`src/rtl/busdec_pkg.sv`:
```
`timescale 1ns/1ps
package busdec_pkg;

    // Bus cycle kind, active-high after decoding the strobes and status line
    typedef struct packed {
        logic mem;
        logic io;
        logic rd;
        logic wr;
    } cyc_t;

    typedef enum logic [1:0] {
        ACC_NONE  = 2'b00,
        ACC_EVEN  = 2'b01,
        ACC_ODD   = 2'b10,
        ACC_WORD  = 2'b11
    } lane_acc_e;

    function automatic cyc_t classify(input logic m_io, input logic rd_n, input logic wr_n);
        cyc_t c;
        c.mem = m_io;
        c.io  = ~m_io;
        c.rd  = ~rd_n;
        c.wr  = ~wr_n;
        return c;
    endfunction

    function automatic lane_acc_e lane_kind(input logic a0, input logic bhe_n);
        return lane_acc_e'({~bhe_n, ~a0});
    endfunction

endpackage

```
`src/rtl/busdec_region.sv`:
```
`timescale 1ns/1ps
module busdec_region #(
    parameter int          ADDR_W    = 20,
    parameter int          BANK_AW   = 13,
    parameter logic [ADDR_W-1:0] BASE = '0,
    parameter bit          PARTIAL   = 1'b0,
    parameter int          PART_BITS = 1
) (
    input  logic [ADDR_W-1:0] addr,
    output logic              hit
);
    // full decode compares everything above the bank lines and the lane bit
    localparam int FULL_BITS = ADDR_W - BANK_AW - 1;

    generate
        if (PARTIAL) begin : g_partial
            localparam logic [ADDR_W-1:0] PMASK = {ADDR_W{1'b1}} << (ADDR_W - PART_BITS);
            assign hit = ~|((addr ^ BASE) & PMASK);
        end else begin : g_full
            localparam logic [ADDR_W-1:0] FMASK = {ADDR_W{1'b1}} << (ADDR_W - FULL_BITS);
            assign hit = ~|((addr ^ BASE) & FMASK);
        end
    endgenerate
endmodule

```
`src/rtl/busdec_prio.sv`:
```
`timescale 1ns/1ps
module busdec_prio #(
    parameter int N = 3
) (
    input  logic [N-1:0] req,
    output logic [N-1:0] gnt
);
    always_comb begin
        logic taken;
        taken = 1'b0;
        gnt   = '0;
        for (int i = 0; i < N; i++) begin
            if (req[i] && !taken) begin
                gnt[i] = 1'b1;
                taken  = 1'b1;
            end
        end
    end
endmodule

```
`src/rtl/busdec_lanes.sv`:
```
`timescale 1ns/1ps
module busdec_lanes
    import busdec_pkg::*;
(
    input  logic a0,
    input  logic bhe_n,
    input  logic active,
    output logic even_en_n,
    output logic odd_en_n
);
    lane_acc_e kind;

    always_comb begin
        kind      = lane_kind(a0, bhe_n);
        even_en_n = 1'b1;
        odd_en_n  = 1'b1;
        if (active) begin
            unique case (kind)
                ACC_WORD: begin even_en_n = 1'b0; odd_en_n = 1'b0; end
                ACC_EVEN: even_en_n = 1'b0;
                ACC_ODD:  odd_en_n  = 1'b0;
                ACC_NONE: ;
            endcase
        end
    end
endmodule

```
`src/rtl/busdec_ioport.sv`:
```
`timescale 1ns/1ps
module busdec_ioport
    import busdec_pkg::*;
#(
    parameter int              IO_AW    = 16,
    parameter logic [IO_AW-1:0] PORT    = '0,
    parameter bit              IS_INPUT = 1'b1
) (
    input  logic [IO_AW-1:0] io_addr,
    input  cyc_t             cyc,
    output logic             rd_sel_n,
    output logic             wr_sel_n
);
    logic match;
    assign match = cyc.io && (io_addr == PORT);

    generate
        if (IS_INPUT) begin : g_in
            assign rd_sel_n = ~(match & cyc.rd);
            assign wr_sel_n = 1'b1;
        end else begin : g_out
            assign rd_sel_n = 1'b1;
            assign wr_sel_n = ~(match & cyc.wr);
        end
    endgenerate
endmodule

```
`src/rtl/sysbus_select.sv`:
```
`timescale 1ns/1ps
module sysbus_select
    import busdec_pkg::*;
#(
    parameter int ADDR_W  = 20,
    parameter int BANK_AW = 13,
    parameter int IO_AW   = 16,
    parameter int NREG    = 3,
    parameter int NPORT   = 4,
    parameter logic [NREG*ADDR_W-1:0] REG_BASE = {20'h00000, 20'h04000, 20'hFC000},
    parameter logic [NREG-1:0]        REG_PARTIAL = 3'b100,
    parameter logic [NREG*8-1:0]      REG_PART_BITS = {8'd1, 8'd0, 8'd0},
    parameter logic [NPORT*IO_AW-1:0] PORT_ADDR = {16'h1F02, 16'h1F00, 16'h0042, 16'h0040},
    parameter logic [NPORT-1:0]       PORT_IS_IN = 4'b0101
) (
    input  logic [ADDR_W-1:0] addr,
    input  logic              bhe_n,
    input  logic              m_io,
    input  logic              rd_n,
    input  logic              wr_n,
    output logic [NREG-1:0]   mem_cs_n,
    output logic              even_en_n,
    output logic              odd_en_n,
    output logic [NPORT-1:0]  io_rd_n,
    output logic [NPORT-1:0]  io_wr_n
);
    cyc_t            cyc;
    logic            mem_active;
    logic [NREG-1:0] hit;
    logic [NREG-1:0] gnt;
    logic            any_sel;

    assign cyc        = classify(m_io, rd_n, wr_n);
    assign mem_active = cyc.mem & (cyc.rd | cyc.wr);

    generate
        for (genvar i = 0; i < NREG; i++) begin : g_reg
            busdec_region #(
                .ADDR_W   (ADDR_W),
                .BANK_AW  (BANK_AW),
                .BASE     (REG_BASE[i*ADDR_W +: ADDR_W]),
                .PARTIAL  (REG_PARTIAL[i]),
                .PART_BITS(int'(REG_PART_BITS[i*8 +: 8]))
            ) u_region (
                .addr(addr),
                .hit (hit[i])
            );
        end
    endgenerate

    busdec_prio #(.N(NREG)) u_prio (
        .req(hit),
        .gnt(gnt)
    );

    assign mem_cs_n = ~(gnt & {NREG{mem_active}});
    assign any_sel  = mem_active & (|gnt);

    busdec_lanes u_lanes (
        .a0       (addr[0]),
        .bhe_n    (bhe_n),
        .active   (any_sel),
        .even_en_n(even_en_n),
        .odd_en_n (odd_en_n)
    );

    generate
        for (genvar p = 0; p < NPORT; p++) begin : g_port
            busdec_ioport #(
                .IO_AW   (IO_AW),
                .PORT    (PORT_ADDR[p*IO_AW +: IO_AW]),
                .IS_INPUT(PORT_IS_IN[p])
            ) u_port (
                .io_addr (addr[IO_AW-1:0]),
                .cyc     (cyc),
                .rd_sel_n(io_rd_n[p]),
                .wr_sel_n(io_wr_n[p])
            );
        end
    endgenerate
endmodule

```
`config.mk`:
```
export PLATFORM = sky130hd
export DESIGN_NAME = sysbus_select
export DESIGN_NICKNAME = d
export VERILOG_FILES = /design/src/rtl/busdec_pkg.sv /design/src/rtl/busdec_region.sv /design/src/rtl/busdec_prio.sv /design/src/rtl/busdec_lanes.sv /design/src/rtl/busdec_ioport.sv /design/src/rtl/sysbus_select.sv
export SDC_FILE = /design/constraint.sdc
export NUM_CORES = 1
export LEC_CHECK = 0
export BUFFER_PORTS_ARGS = -buffer_cell sky130_fd_sc_hd__buf_2
export CAP_MARGIN = 10
export CELL_PAD_IN_SITES_DETAIL_PLACEMENT = 1
export CELL_PAD_IN_SITES_GLOBAL_PLACEMENT = 2
export CORE_UTILIZATION = 18
export DETAILED_ROUTE_END_ITERATION = 10
export PLACE_DENSITY_LB_ADDON = 0.1
export SLEW_MARGIN = 10
export SYNTH_ARGS = -nofsm -noshare
export SYNTH_HDL_FRONTEND = slang
export SYNTH_HIERARCHICAL = 1
export SYNTH_SLANG_ARGS = --single-unit
```
`constraint.sdc`:
```
create_clock -name vclk -period 2.4
set_clock_uncertainty 0.2 [all_clocks]
set_input_delay 0.48 -clock vclk [all_inputs]
set_output_delay 0.48 -clock vclk [all_outputs]
set_load 0.05 [all_outputs]
```
* Word-level counts from Yosys, hierarchy flattened
Cells that the tools add are included.
Word-level totals: input bits 24, register bits after elaboration 0, output and inout port bits 13, logic and storage cells 49
Cells by class: reductions and logical operators 14, equality and inequality tests 7, bitwise operators 20, mux-type cells 8
Operators with widths (count):
- $eq 16x13->1 const B | 2
- $eq 16x7->1 const B | 2
- $reduce_or 6->1 | 2
- $not 1->1 | 10
- $mux 1 | 8
- $and 1x1->1 | 6
- $logic_and 1x1->1 | 6
- $not 6->6 | 1
- $eq 2x2->1 const B | 2
- $reduce_or 2->1 | 2
- $and 3x3->3 | 1
- $logic_not 1->1 | 3
- $not 3->3 | 1
- $reduce_or 3->1 | 1
- $eq 2x1->1 const B | 1
- $or 1x1->1 | 1

* Longest topological paths before layout
depth after elaboration 11, gate-level depth with buffers 5, gate-level depth less buffers 5

* Hierarchy
The synthesis kept the hierarchy.
Modules (own cells, without submodules):
- busdec_ioport at g_port[3].u_port | cells an instance 8, area each 73.8 sq um, seq. area each 0.0 sq um, instances 1
- busdec_ioport at g_port[2].u_port | cells an instance 8, area each 71.3 sq um, seq. area each 0.0 sq um, instances 1
- busdec_ioport at g_port[1].u_port | cells an instance 8, area each 62.6 sq um, seq. area each 0.0 sq um, instances 1
- busdec_ioport at g_port[0].u_port | cells an instance 8, area each 60.1 sq um, seq. area each 0.0 sq um, instances 1
- sysbus_select | cells an instance 8, area each 51.3 sq um, seq. area each 0.0 sq um, instances 1
- busdec_prio | cells an instance 3, area each 26.3 sq um, seq. area each 0.0 sq um, instances 1
- busdec_region at g_reg[1].u_region | cells an instance 2, area each 20.0 sq um, seq. area each 0.0 sq um, instances 1
- busdec_region at g_reg[0].u_region | cells an instance 3, area each 13.8 sq um, seq. area each 0.0 sq um, instances 1
- busdec_lanes | cells an instance 2, area each 12.5 sq um, seq. area each 0.0 sq um, instances 1
- busdec_region at g_reg[2].u_region | cells an instance 1, area each 3.8 sq um, seq. area each 0.0 sq um, instances 1

* Worst setup path after synthesis
Ideal clock, no wire load.
path type input to output, from input addr[19], to output even_en_n, cell stages on the path 5, required time 1.720 ns, path slack -0.169 ns, buffers on the path 0, arrival time 1.889 ns, cell sequence or4b_1 -> nor3_2 -> nor3b_2 -> o31a_2 -> nand2b_1
Between the ends: longest elaborated chain between the ends 10, elaborated cells between the ends (all ways) 15, classes of those cells mux (5); bitwise (2); reduce/logical (8)
RTL lines:
- from (decl) | line sysbus_select.sv:16 | input logic [ADDR_W-1:0] addr,
- $reduce_or 6->1 | line busdec_region.sv:21 | assign hit = ~|((addr ^ BASE) & FMASK);
- $logic_not 1->1 | line busdec_region.sv:21
- net hit[1] | line sysbus_select.sv:29 | logic [NREG-1:0] hit;
- $logic_and 1x1->1 | line busdec_prio.sv:13 | if (req[i] && !taken) begin
- $mux 1 | line busdec_prio.sv:13
- $logic_not 1->1 | line busdec_prio.sv:13
- $logic_and 1x1->1 | line busdec_prio.sv:13
- $mux 1 | line busdec_prio.sv:13
- net gnt[2] | line sysbus_select.sv:30 | logic [NREG-1:0] gnt;
- $reduce_or 3->1 | line sysbus_select.sv:57 | assign any_sel = mem_active & (|gnt);
- $and 1x1->1 | line sysbus_select.sv:57
- net any_sel | line sysbus_select.sv:31 | logic any_sel;
- $mux 1 | line busdec_lanes.sv:17 | if (active) begin
- to (decl) | line sysbus_select.sv:22 | output logic even_en_n,
The timed path passes the listed nets, and every way through them passes these cells.

* Final worst setup path
from input addr[19], to output odd_en_n
Between the ends: longest elaborated chain between the ends 10, elaborated cells between the ends (all ways) 15, classes of those cells mux (5); bitwise (2); reduce/logical (8)
RTL lines:
- $reduce_or 6->1 | line busdec_region.sv:21
- $logic_not 1->1 | line busdec_region.sv:21
- net hit[1] | line sysbus_select.sv:29
- $logic_and 1x1->1 | line busdec_prio.sv:13
- $mux 1 | line busdec_prio.sv:13
- $logic_not 1->1 | line busdec_prio.sv:13
- $logic_and 1x1->1 | line busdec_prio.sv:13
- $mux 1 | line busdec_prio.sv:13
- net gnt[2] | line sysbus_select.sv:30
- $reduce_or 3->1 | line sysbus_select.sv:57
- $and 1x1->1 | line sysbus_select.sv:57
- net any_sel | line sysbus_select.sv:31
- $mux 1 | line busdec_lanes.sv:17
- to (decl) | line sysbus_select.sv:23 | output logic odd_en_n,
The timed path passes the listed nets, and every way through them passes these cells.

==> flow_summary.toml <==
[flow_run]
drv_cap = 0

[setup_path]
cp_data_required_time_ns = 1.72
crit_path_end_kind = "output pin"
crit_type = "in -> out"
worstSetupEndpoint = "odd_en_n"
critical_path_arrival_ns = 1.88
critPathMaxFanout = 2
startpoint_type = "input pin"
crit_start = "addr[19]"

[status]
violations = "setup timing"
status = "complete, but fails checks"

[logic_synthesis]
yosysSeqAreaShare_pct = 0
syn_inst = 51
postSynthNetCount = 75
ys.warnings.count = 6
synth_top_area_share_pct = 20.3
yosys.area.top_type = "nor4bb_1"
synth_area_leaders = "nor4bb_1 (20%), nor3_2 (10%), buf_4 (9.5%)"
synth_area_sq_um = 395
post_synth.cell_area_avg_sq_um = 7.75
ys_types = 18

[cells_and_area]
num-fill-cells = 266
final_core_util_pct = 33.4
multi_input_area_sq_um = 368
area_delta_synth_final_pct = 70.9
seq_cell_count = 0
final_cell_mix = "buf_2 (27), nor4bb_1 (8), buf_4 (8)"
drive_above_1_share_pct = 64.0
antenna_cells = 0
n_clock_buffer = 0
final_common_cell = "buf_2"
layout.nets = 112
instances_no_fill = 113
seqCellArea_sq_um = 0

[timing]
fin_ws_ns = -0.163
max_freq_mhz = 390
setup_viol = 3
timing.final.crit_share_pct = 107
slew_viol_final = 0
finalCriticalPeriod_ns = 2.56
tns_ns = -0.397
rsz0062_at_grt = "yes"
hold_viol_final = 0

[placed_design]
gp_congestion = 0.709
placed_cells = 111
port-buffer-count = 33
dpl.hpwl_mm = 1.04

[route]
vias = 517
topRoutingLayerUsed = "met3"
wl_met3_microns = 80
drtIter0Drc = 5
routed_via_density = 4.58
ant_nets = 0
routed_wirelength_mm = 1.21
route.detailed.drc = 0
met1_length_microns = 563
routed-wl-met2_microns = 563
firstDrtPassIters = 4
wl_per_cell_microns = 10.7

[floorplan]
dieArea_sq_um = 2390
dieWidth_microns = 48.9
start_util_pct = 19.6
io-pin-count = 37
core_area_sq_um = 2020
fp-row-count = 16
die-height_microns = 48.9

[global_routing]
grt_pass1_vias = 457
grt.total_usage_pct = 9.42
antenna_found_initial = 0
grt_max_degree = 6
grt_pass1_wl_mm = 1.86
grt_overflow_total = 0

[power_and_ir_drop]
ir_drop_mv = 0.0460
power.density_nw_per_um2 = 145
p_leak_nw = 0.296

[hold_path]
holdCritPathClass = "in -> out"

[clock_tree]
postCtsHoldBufs = 0
## per-stage QoR
stage | hold slack [ns] | power, W | instance area (sq um) | worst slack [ns]
after CTS | 1.09 | 0.0000951 | 651 | -0.178
after global placement | 1.17 | 0.0000858 | 599 | -0.258
after floorplan | 1.02 | 0.0000497 | 400 | -0.0344
after global routing | 1.10 | 0.000105 | 676 | -0.224
after detailed placement | 1.17 | 0.0000862 | 599 | -0.292
final | 1.08 | 0.0000982 | 676 | -0.163
## cell type report
| cell class | instances | area share, % |
|---|---|---|
| tap | 27 | 5.00 |
| inverter | 4 | 2.22 |
| multi-input combinational | 42 | 54.4 |
| timing repair buffer | 40 | 38.3 |
## power breakdown
part / switching (W) / internal [W]
Sequential: 0 / 0
Combinational: 0.0000541 / 0.0000441
Clock: 0 / 0
Total: 0.0000541 / 0.0000441
## per-layer routing
| metal | global-route usage (%) | vias to the layer above |
|---|---|---|
| met5 | 0 | - |
| met4 | 0 | 0 |
| met3 | 0.312 | 0 |
| met2 | 16.9 | 23 |
| met1 | 13.1 | 233 |
| li1 | - | 261 |
## cell families (layout without fill, tap and decap cells)
logic type / Yosys count / in the layout / share of synthesized area [%]
other: 4 / 4 / 3.80
AOI/OAI and AO/OA: 2 / 2 / 7.28
and+or+nand+nor: 36 / 36 / 75.6
buffers and inverters: 9 / 44 / 13.3
## synthesized netlist by cell type (all sizes together)
cell type  number
nor4b           2
nor3            4
buf             5
nor3b           2
conb            4
or4b            4
inv             4
nor2            1
nand2           4
nor2b           1
a21boi          1
nor4bb          8
nand2b          2
or4             1
nor4            2
nand4           5
o31a            1
## timing repair
action	CTS	global route
resized for setup	11	6
gates cloned	0	0
buffers inserted	1	1
setup endpoints to repair	3	5
## how the worst min path moves through the flow
stage | from | to | slack (ns) | cells past startpoint
final | bhe_n | odd_en_n | 1.08 | 3
after global routing | bhe_n | odd_en_n | 1.10 | 3
after CTS | bhe_n | odd_en_n | 1.09 | 3
after detailed placement | bhe_n | odd_en_n | 1.17 | 3
after global placement | bhe_n | odd_en_n | 1.17 | 3
after floorplan | addr[0] | even_en_n | 1.02 | 1
## worst max-delay path, stage by stage
cell and delay (ns):
buf_6 0.09, or4b_4 0.53, nor3_4 0.14, nor3b_2 0.07, o31a_2 0.33, nand2b_2 0.09, buf_8 0.14
(Power assumes the default switching activity.)
